--- config.mk ---
export PLATFORM = sky130hd
export DESIGN_NAME = periph_rst_ctrl
export DESIGN_NICKNAME = d
export VERILOG_FILES = /design/src/rtl/periph_rst_ctrl.sv
export SDC_FILE = /design/constraint.sdc
export NUM_CORES = 1
export LEC_CHECK = 0
export ABC_AREA = 1
export CAP_MARGIN = 10
export CORE_MARGIN = 2
export CORE_UTILIZATION = 45
export DETAILED_ROUTE_END_ITERATION = 6
export DONT_BUFFER_PORTS = 1
export GPL_TIMING_DRIVEN = 0
export PLACE_DENSITY = 0.62
export SLEW_MARGIN = 0
export SYNTH_ARGS = -nofsm -noshare
export SYNTH_HDL_FRONTEND = slang
export SYNTH_SLANG_ARGS = --single-unit
--- constraint.sdc ---
create_clock -name pclk -period 1.4 [get_ports pclk]
set_input_delay 0.07 -clock pclk [delete_from_list [all_inputs] [get_ports pclk]]
set_output_delay 0.07 -clock pclk [all_outputs]
set_load 0.03 [all_outputs]
--- src/rtl/periph_rst_ctrl.sv ---
module periph_rst_ctrl #(
  parameter int NCH = 25,
  parameter int AW  = 12,
  parameter int DW  = 32
) (
  input  logic          pclk,
  input  logic          presetn,
  input  logic          psel,
  input  logic          penable,
  input  logic          pwrite,
  input  logic [AW-1:0] paddr,
  input  logic [DW-1:0] pwdata,
  output logic [DW-1:0] prdata,
  output logic          pready,
  output logic          pslverr,
  input  logic          wdog_fire,
  input  logic [NCH-1:0] done_in,
  output logic [NCH-1:0] rst_out
);
  localparam logic [AW-1:0] OFF_HOLD = AW'(0);
  localparam logic [AW-1:0] OFF_WSEL = AW'(4);
  localparam logic [AW-1:0] OFF_DONE = AW'(8);
  localparam int PAD = DW - NCH;

  logic [NCH-1:0] hold_q, sel_q, sync1_q, sync2_q, done_q;
  logic [NCH-1:0] hold_d, sel_d, rd_bits;
  logic wr_en;

  assign wr_en = psel & penable & pwrite;

  always_comb begin
    hold_d = hold_q;
    sel_d  = sel_q;
    if (wr_en && paddr == OFF_HOLD) hold_d = pwdata[NCH-1:0];
    if (wr_en && paddr == OFF_WSEL) sel_d  = pwdata[NCH-1:0];
    if (wdog_fire) hold_d = hold_d | sel_q;
  end

  always_ff @(posedge pclk) begin
    if (!presetn) begin
      hold_q  <= '1;
      sel_q   <= '0;
      sync1_q <= '0;
      sync2_q <= '0;
      done_q  <= '0;
    end else begin
      hold_q  <= hold_d;
      sel_q   <= sel_d;
      sync1_q <= done_in;
      sync2_q <= sync1_q;
      done_q  <= sync2_q & ~hold_d;
    end
  end

  always_comb begin
    case (paddr)
      OFF_HOLD: rd_bits = hold_q;
      OFF_WSEL: rd_bits = sel_q;
      OFF_DONE: rd_bits = done_q;
      default:  rd_bits = '0;
    endcase
  end

  assign prdata  = psel ? {{PAD{1'b0}}, rd_bits} : '0;
  assign pready  = 1'b1;
  assign pslverr = 1'b0;
  assign rst_out = hold_q;

  AST_HOLD_STABLE: assert property (@(posedge pclk) disable iff (!presetn)
    !(wr_en && paddr == OFF_HOLD) && !wdog_fire |=> $stable(rst_out));
  AST_SEL_STABLE: assert property (@(posedge pclk) disable iff (!presetn)
    !(wr_en && paddr == OFF_WSEL) |=> $stable(sel_q));
  AST_WDOG_SETS: assert property (@(posedge pclk) disable iff (!presetn)
    wdog_fire |=> ((rst_out & $past(sel_q)) == $past(sel_q)));
  AST_DONE_MASKED: assert property (@(posedge pclk) disable iff (!presetn)
    psel && paddr == OFF_DONE |-> (prdata[NCH-1:0] & rst_out) == '0);
  AST_UPPER_ZERO: assert property (@(posedge pclk) disable iff (!presetn)
    prdata[DW-1:NCH] == '0);
  AST_UNMAPPED_ZERO: assert property (@(posedge pclk) disable iff (!presetn)
    psel && paddr != OFF_HOLD && paddr != OFF_WSEL && paddr != OFF_DONE |-> prdata == '0);
endmodule

==> results of run 1 <==
==> registers in the layout, indices dropped and copies added, names as in the netlist <==
signal	cells
sync1_q	25
sync2_q	25
sel_q	25
done_q	25
rst_out	25
==> stage by stage <==
stage | utilization | std cells | TNS (ps) | hold WS [ps] | instance area, sq um
after floorplan | - | 755 | 0 | 168 | 5280
after global placement | 0.478 | 898 | -1310 | 168 | 5460
after global routing | 0.584 | 979 | -1.94 | 69.3 | 6660
after CTS | 0.581 | 979 | 0 | 19.2 | 6640
final | 0.584 | 979 | 0 | 19.4 | 6660
after detailed placement | 0.478 | 898 | -1570 | 171 | 5460
==> area by class of cell <==
cell class                 count  area [sq um]  share of cell area
sequential                   125          2550               0.382
inverter                     116           435              0.0653
clock buffer                  20           467              0.0700
multi-input combinational    456          2030               0.304
timing repair buffer          50           500              0.0751
tap                          143           179              0.0268
buffer                        58           345              0.0518
clock inverter                11           165              0.0248
==> placed cells by master (no fill, tap or decap) <==
cell / n
nand2_1: 183
nand3_1: 126
dfxtp_1: 100
inv_1: 90
nor2_1: 79
dlygate4sd3_1: 50
nand4_1: 39
inv_2: 26
buf_4: 21
dfxtp_2: 20
clkbuf_1: 17
clkbuf_16: 17
buf_2: 15
a21oi_1: 12
conb_1: 9
dfxtp_4: 5
nor2_4: 4
clkinvlp_4: 4
bufinv_16: 4
buf_6: 3
clkinv_2: 3
clkbuf_8: 3
clkbuf_4: 2
and3_1: 2
nand2_2: 1
nand3_2: 1
==> worst register-to-register path, stage by stage, from the launching register on <==
cell and delay (ps):
dfxtp_2 450, nand2_1 100, nand3_1 90, nor2_1 50
==> final timing paths <==
path	slack, ps	to
max reg2reg	610	done_q[10]$_SDFF_PN0_
min reg2reg	410	done_q[4]$_SDFF_PN0_
min	20	rst_out[24]$_SDFF_PN1_
max	40	prdata[19]
==> per-layer routing <==
| layer | part of all wire | wire, um | vias up |
|---|---|---|---|
| li1 | - | - | 2459 |
| met1 | 0.40 | 6030 | 2269 |
| met2 | 0.48 | 7200 | 238 |
| met3 | 0.10 | 1520 | 35 |
| met4 | 0.024 | 370 | 0 |
| met5 | 0 | 0 | - |
==> power by group through the flow <==
stage / Sequential, mW / Clock (mW) / Combinational (mW)
finish: 3.63 / 4.63 / 0.417
CTS: 3.64 / 4.68 / 0.412
detailed placement: 3.72 / 0 / 0.281
global route: 3.64 / 4.88 / 0.458
global placement: 3.72 / 0 / 0.276
floorplan: 3.72 / 0 / 0.210
==> kinds of logic (layout without fill, tap and decap cells) <==
kind of cell | count (synthesis) | count (layout) | synth area share
AND/OR/NAND/NOR | 435 | 435 | 0.366
AO/OA/AOI/OAI | 12 | 12 | 0.0114
buffers and inverters | 174 | 255 | 0.145
other | 2 | 9 | 0.00143
flip-flops | 125 | 125 | 0.476
==> repair_timing <==
| action | 4_1_cts | 5_1_grt |
|---|---|---|
| hold endpoints to repair | 100 | 0 |
| hold buffers | 50 | 0 |
| endpoints found under the setup margin | 25 | 17 |
| gates resized for setup | 42 | 21 |
==> run metrics, run 1 <==
Top delay family on crit path flip-flops; register share of total power 0.418; f_max ~730 MHz; met3 Use GR 0.0772; Slew HR 0.606; number of global-route vias before repair slightly below 5000; Clock Path Buffers 2; initial antenna violation count 0; # DRC 0; Diodes inserted 0; met1 global-route usage 0.294; Worst VDD drop approximately 720 uV; clk_skew 6.39 ps; top fanout value on the critical path 3; dpl hpwl about 10 mm; root buffer cell clkbuf_16; startpoint types register; internal power ~6.9 mW; #FFs+latches synth approximately 130; Net Switching 1.80 mW; outcome finished clean; Final Setup Violations 0; Syn Area/Cell approximately 7 sq um; Synth Flop Type dfxtp_1; first-pass GRT wire length between 20 and 25 mm; ranking of synthesized cells by area dfxtp_1 (48%), nand2_1 (13%), nand3_1 (12%); Skew-Pair Late Insertion Delay around 410 ps; HP Class primary input to register; Yosys top cell area share 0.476; DRT antenna net count 0; row count 39; grt ovf 0; Die ar. 0.0126 sq mm; slowest stage delay, CP 450 ps; Final period util 0.975; Critical Path Source rst_out[19]$_SDFF_PN1_; CTS clk-pin slew, worst paths 50 ps; P_leak between 3 and 4 nW; total iterations of the first detailed-routing run 5; CTS tree built; fraction of layout cells with a size suffix above 1 0.154; Tmin final between 1000 and 1500 ps; biggest area consumer among synthesized cells dfxtp_1; Clk pwr share 0.533; Crit. End Element output pin; Synth async-reset ratio 0; CORE AREA 0.0114 sq mm; most common library cells after synthesis nand2_1 (183), nand3_1 (126), dfxtp_1 (125); Buf/Inv on CP 1; total number of vias ~5000; Netlist Area Pre-Place 0.00525 sq mm; All-Layer GR Usage 0.247; CTS Buf Count 17; DR iter-0 viols 439; worst setup margin about 35 ps; final RePlAce weighted congestion a little over 0.8; hold path depth 4; die height between 100 and 150 um; pwr dens 1300 mW/mm^2; Fin. Hold Viols 0; busiest grt layer met2; filler instances around 1100; grt met2 use 0.418; routed len/inst between 15 and 20 um; number of vias per cell between 5 and 6; Pins Over Slew Limit 0; CTS H-Tree Depth 4; Crit-path slowest cell dfxtp_2; most used cell, CP nand3_1; Seq/Total Area, Yosys 0.476; die span in x 112 um; Initial Util 0.460; Yosys cell types 17; CP Cell Sequence nand3_1, nand3_1, nand2_1, inv_2; Slew @ Worst Pin slightly below 600 ps; Register-to-Register Path Depth 3; yosys warns 0; Reg2Reg Launch Point rst_out[10]$_SDFF_PN1_; Area Overhead vs Synth 26.8%; Setup CP Type register to output pin; cell count along the critical path 4; io pins 134; WP data required 1330 ps; Post-synth EDFFs 0; number of max-cap violations 0; Logic pwr share 0.048; dpl ws -131 ps; critical hold path startpoint presetn; largest net degree at the start of global routing 17; RSZ-0062 raised after global routing true; drt total wl 15.1 mm; post-CTS setup buffer count 0; worst path arrival time between 1000 and 1500 ps; IO buf count 0; Final Power about 8.7 mW; Clock Sinks 125; Switching Share 0.208; Post-Syn Instances 748; count leader, synth nand2_1; nets 899
Note: power is estimated with default switching activity, not from simulation.
==> run 2: changes to the inputs <==
--- a/config.mk
+++ b/config.mk
@@ -7,6 +7,7 @@
 export LEC_CHECK = 0
 export ABC_AREA = 1
 export CAP_MARGIN = 10
+export CORE_ASPECT_RATIO = 0.8
 export CORE_MARGIN = 2
 export CORE_UTILIZATION = 45
 export DETAILED_ROUTE_END_ITERATION = 6
==> run metrics, run 2 (synthesis gave the netlist of run 1 again) <==
Worst VDD drop 860 uV (+20%); number of vias per cell 5.12 (+0.27%); CORE AREA 0.0114 sq mm (about the same); HP Class primary input to register; P_leak 3.34 nW (-0.69%); Tmin final 1350 ps (-10.6 ps); CP Cell Sequence nand3_1, nand3_1, nand2_1, inv_2; CTS tree built; clk_skew 5.21 ps (-1.17 ps); pwr dens 1250 mW/mm^2 (-4.0%); die height 101 um (-10%); DP Area 0.00547 sq mm (+0.11%); Pins Over Slew Limit 0 (unchanged); All-Layer GR Usage 0.249 (+0.00214); total number of vias 5045 (+0.88%); Crit-path slowest cell dfxtp_2; Initial Util 0.460 (about the same); DR iter-0 viols 434 (-1.1%); Skew-Pair Late Insertion Delay 410 ps (about the same); IO buf count 0 (unchanged); first-pass GRT wire length 24.1 mm (-0.60%); die span in x 125 um (+11%); routed len/inst 15.6 um (+1.2%); nets 899 (unchanged); most frequent cells in the layout nand2_1 (183), nand3_1 (126), dfxtp_1 (100), inv_1 (90), nor2_1 (79); top fanout value on the critical path 3 (unchanged); worst path arrival time 1280 ps (about the same); max layer used met4; Slew HR 0.614 (+0.00830); Crit. End Element output pin; fraction of layout cells with a size suffix above 1 0.148 (-0.00616); final non-filler cell area 0.00662 sq mm (-0.62%); Area Overhead vs Synth 26.1%; f_max 738 MHz (+0.78%); Setup CP Type register to output pin; slowest stage delay, CP 450 ps (about the same); Buf/Inv on CP 1 (unchanged); DRT antenna net count 0 (unchanged); Top delay family on crit path flip-flops; final RePlAce weighted congestion 0.866 (+4.6%); Final Setup Violations 0 (unchanged); io pins 134 (unchanged); startpoint types register; CTS clk-pin slew, worst paths 60 ps (about the same); CTS Buf Count 17 (unchanged); outcome finished clean; # DRC 0 (unchanged); Clock Sinks 125 (unchanged); Fin. Hold Viols 0 (unchanged); initial antenna violation count 0 (unchanged); number of max-cap violations 0 (unchanged); grt ovf 0 (unchanged); DR WL met3 1.44 mm (-4.9%); DRT met1 WL 6.68 mm (+11%); drt total wl 15.4 mm (+1.8%); number of global-route vias before repair 4690 (-5.0%); Die ar. 0.0126 sq mm (about the same); WP data required 1330 ps (about the same); Final period util 0.967 (-0.00757); largest net degree at the start of global routing 17 (unchanged); row count 35 (-10%); routed wl met2 6.96 mm (-3.4%); Final Power 8.28 mW (-4.6%); Diodes inserted 0 (unchanged); most common cell after layout, fill and taps aside nand2_1; dpl hpwl 10.6 mm (+2.6%); root buffer cell clkbuf_16; total iterations of the first detailed-routing run 5 (unchanged); CTS H-Tree Depth 4 (unchanged); post-CTS setup buffer count 0 (unchanged); Slew @ Worst Pin 579 ps (-12.4 ps); most used cell, CP nand3_1; Clock Path Buffers 2 (unchanged); filler instances 1089 (+0.37%); fin util 0.579 (-0.00419)
run 2: changes by cell type in the layout (fill, tap and decap cells not counted), sizes merged:
cell and change:
clkbuf +7, clkinvlp -3, buf -2, bufinv -2
clkinv +1
run 2: metal layers:
layer | global-route usage | up-vias
met5 | 0 | -
met4 | 0.103 | 0
met1 | 0.325 | 2325
met3 | 0.0791 | 32
li1 | - | 2460
met2 | 0.385 | 228
run 2: where the power goes:
part / internal (mW) / switching, mW / leakage, nW
clock: 2.70 / 1.53 / 0.275
combinational: 0.167 / 0.253 / 2.05
sequential: 3.61 / 0.0171 / 1.01
run 2: worst paths after layout:
check	from	endpoint	slack, ps	depth (start not counted)
worst min-delay path	presetn	rst_out[24]$_SDFF_PN1_	30	4
worst max register to register	rst_out[13]$_SDFF_PN1_	done_q[13]$_SDFF_PN0_	620	3
worst min register to register	sync2_q[7]$_SDFF_PN0_	done_q[7]$_SDFF_PN0_	400	2
worst max-delay path	rst_out[13]$_SDFF_PN1_	prdata[13]	50	4
run 2: layout make-up:
cell class                 count  area [sq um]  area share
multi-input combinational    456          2030       0.306
tap                          148           185      0.0280
timing repair buffer          50           500      0.0756
clock buffer                  25           475      0.0718
buffer                        58           362      0.0546
clock inverter                 7          87.6      0.0132
sequential                   125          2550       0.385
inverter                     116           435      0.0657
run 2: metrics by stage:
stage	worst slack [ps]	instances	hold slack, ps	setup TNS, ps
2_1_floorplan	252	755	168	0
3_3_place_gp	-104	903	169	-1500
3_5_place_dp	-132	903	172	-1860
4_1_cts	2.92	985	20.8	0
5_1_grt	-19.3	985	71.9	-78.3
6_report	45.7	985	34.0	0
run 2: what timing repair did:
item	CTS	global route
pin swaps	0	1
hold buffers	50	0
hold endpoints to repair	100	0
setup endpoints to repair	25	25
resized for setup	40	30
run 2: worst min-delay path: stages:
cell,delay (ps)
buf_2,130
inv_1,70
a21oi_1,40
nand3_1,90
==> run 3: changes to the inputs <==
--- a/config.mk
+++ b/config.mk
@@ -9,11 +9,13 @@
 export CAP_MARGIN = 10
 export CORE_ASPECT_RATIO = 0.8
 export CORE_MARGIN = 2
-export CORE_UTILIZATION = 45
+export CORE_UTILIZATION = 40
+export CTS_BUF_LIST = sky130_fd_sc_hd__clkbuf_4
+export CTS_CLUSTER_SIZE = 28
 export DETAILED_ROUTE_END_ITERATION = 6
 export DONT_BUFFER_PORTS = 1
 export GPL_TIMING_DRIVEN = 0
-export PLACE_DENSITY = 0.62
+export PLACE_DENSITY = 0.56
 export SLEW_MARGIN = 0
 export SYNTH_ARGS = -nofsm -noshare
 export SYNTH_HDL_FRONTEND = slang
==> run metrics, run 3 (synthesis gave the netlist of run 1 again) <==
outcome finished, violations left; failing checks setup timing; io pins 134 (unchanged); Clock Path Buffers 2 (unchanged); Skew-Pair Late Insertion Delay 520 ps (+110 ps); fin util 0.528 (-0.0517); startpoint types primary input; RSZ-0062 raised after global routing true; drt total wl 16.0 mm (+3.9%); CTS H-Tree Depth 4 (unchanged); f_max 713 MHz (-3.5%); Diodes inserted 0 (unchanged); Slew @ Worst Pin 634 ps (+54.6 ps); worst path arrival time 1330 ps (+50 ps); grt ovf 0 (unchanged); worst setup margin -2.97 ps (-48.7 ps); top fanout value on the critical path 10 (+7); total iterations of the first detailed-routing run 6 (+1); Initial Util 0.410 (-0.0500); fraction of layout cells with a size suffix above 1 0.235 (+0.0869); number of max-cap violations 0 (unchanged); Final Power 7.02 mW (-15%); CTS Buf Count 17 (unchanged); Critical Path Source paddr[9]; register area 0.00261 sq mm (+2.2%); All-Layer GR Usage 0.232 (-0.0173); Setup CP Type primary input to output pin; most frequent cells in the layout nand2_1 (173), dfxtp_1 (92), inv_1 (90), nor2_1 (79), nand3_1 (77); row count 37 (+5.7%); initial antenna violation count 0 (unchanged); Die ar. 0.0141 sq mm (+12%); IO buf count 0 (unchanged); nets 900 (+0.11%); number of vias per cell 4.94 (-3.6%); die span in x 132 um (+5.9%); Area Overhead vs Synth 28.8%; Buf/Inv on CP 3 (+2); CP Cell Sequence nor2_1, nand2_1, nor2_4, and3_1, buf_2, buf_4, nand2_1, inv_2; routed len/inst 15.8 um (+0.98%); Crit-path slowest cell buf_4; DP Area 0.00550 sq mm (+0.62%); Worst VDD drop 1280 uV (+49%); CTS clk-pin slew, worst paths 110 ps (+50 ps); total number of vias 5000 (-0.89%); Reg2Reg Launch Point rst_out[20]$_SDFF_PN1_; HP Class primary input to register; Tmin final 1400 ps (+48.7 ps); dpl hpwl 10.7 mm (+1.0%); root buffer cell clkbuf_4; WP data required 1330 ps (about the same); setup TNS -2.97 ps (-2.97 ps); most used cell, CP nand2_1; r2r setup slk 630 ps (about the same); Register-to-Register Path Depth 3 (unchanged); final non-filler cell area 0.00677 sq mm (+2.2%); cell count along the critical path 8 (+4); first-pass GRT wire length 24.9 mm (+3.6%); Clock Sinks 125 (unchanged); # DRC 0 (unchanged); CORE AREA 0.0128 sq mm (+12%); most common cell after layout, fill and taps aside nand2_1; Final Setup Violations 1 (+1); number of global-route vias before repair 4828 (+2.9%); filler instances 1279 (+17%); Crit. End Element output pin; Final period util 1.00 (+0.0348); Slew HR 0.578 (-0.0364); P_leak 3.43 nW (+2.7%); Top delay family on crit path simple AND/OR/NAND/NOR gates; largest net degree at the start of global routing 17 (unchanged); DR iter-0 viols 427 (-1.6%); pwr dens 1040 mW/mm^2 (-17%); slowest stage delay, CP 270 ps (-180 ps); Multi-input gate area 0.00230 sq mm (+13%); Pins Over Slew Limit 0 (unchanged); dpl ws -152 ps (-20.4 ps); DRT antenna net count 0 (unchanged); post-CTS setup buffer count 0 (unchanged); Critical Path End prdata[11]; Fin. Hold Viols 0 (unchanged); die height 107 um (+5.8%); CTS tree built; final RePlAce weighted congestion 0.842 (-2.8%); FF-to-FF End done_q[20]$_SDFF_PN0_; clk_skew 18.0 ps (+12.7 ps)
-- run 3: what timing repair did --
item,in CTS,in global routing
hold buffers,51,0
gates resized for setup,127,27
endpoints found under the hold margin,100,0
pin swaps,32,10
setup endpoints to repair,25,25
-- run 3: layout make-up --
type,count,share of cell area
buffer,58,0.0483
timing repair buffer,51,0.0754
inverter,116,0.0680
tap,175,0.0324
multi-input combinational,456,0.339
sequential,125,0.385
clock buffer,17,0.0189
clock inverter,15,0.0327
-- run 3: worst register-to-register path, stage by stage, from the launching register on --
cell and delay (ps):
dfxtp_4 440, nand2_1 90, nand3_1 110, nor2_1 40
-- run 3: worst min path at each step --
stage                     start                endpoint  slack [ps]  depth (start not counted)
global placement    done_in[17]  sync1_q[17]$_SDFF_PN0_         170                          2
detailed placement   done_in[5]   sync1_q[5]$_SDFF_PN0_         170                          2
finish                 paddr[4]   rst_out[1]$_SDFF_PN1_          40                          6
floorplan            done_in[0]   sync1_q[0]$_SDFF_PN0_         170                          2
CTS                    paddr[4]   rst_out[1]$_SDFF_PN1_           8                          6
global route           paddr[4]   rst_out[3]$_SDFF_PN1_          20                          6
-- run 3: where the power goes --
part	total, mW	internal, mW	switching, mW	leakage, nW
Sequential	3.59	3.57	0.0170	1.02
Clock	3.01	1.59	1.41	0.174
Combinational	0.426	0.167	0.259	2.23
Total	7.02	5.33	1.69	3.43
-- run 3: metrics by stage --
| stage | hold WS [ps] | cells |
|---|---|---|
| 4_1_cts | 8.41 | 1013 |
| 6_report | 41.7 | 1013 |
| 3_3_place_gp | 168 | 930 |
| 3_5_place_dp | 171 | 930 |
| 5_1_grt | 20.7 | 1013 |
| 2_1_floorplan | 168 | 755 |
-- run 3: metal layers --
| layer | track usage | part of all wire | wire [um] |
|---|---|---|---|
| met1 | 0.290 | 0.43 | 6880 |
| met2 | 0.370 | 0.46 | 7310 |
| met3 | 0.0825 | 0.091 | 1460 |
| met4 | 0.0815 | 0.020 | 326 |
| met5 | 0 | 0 | 0 |
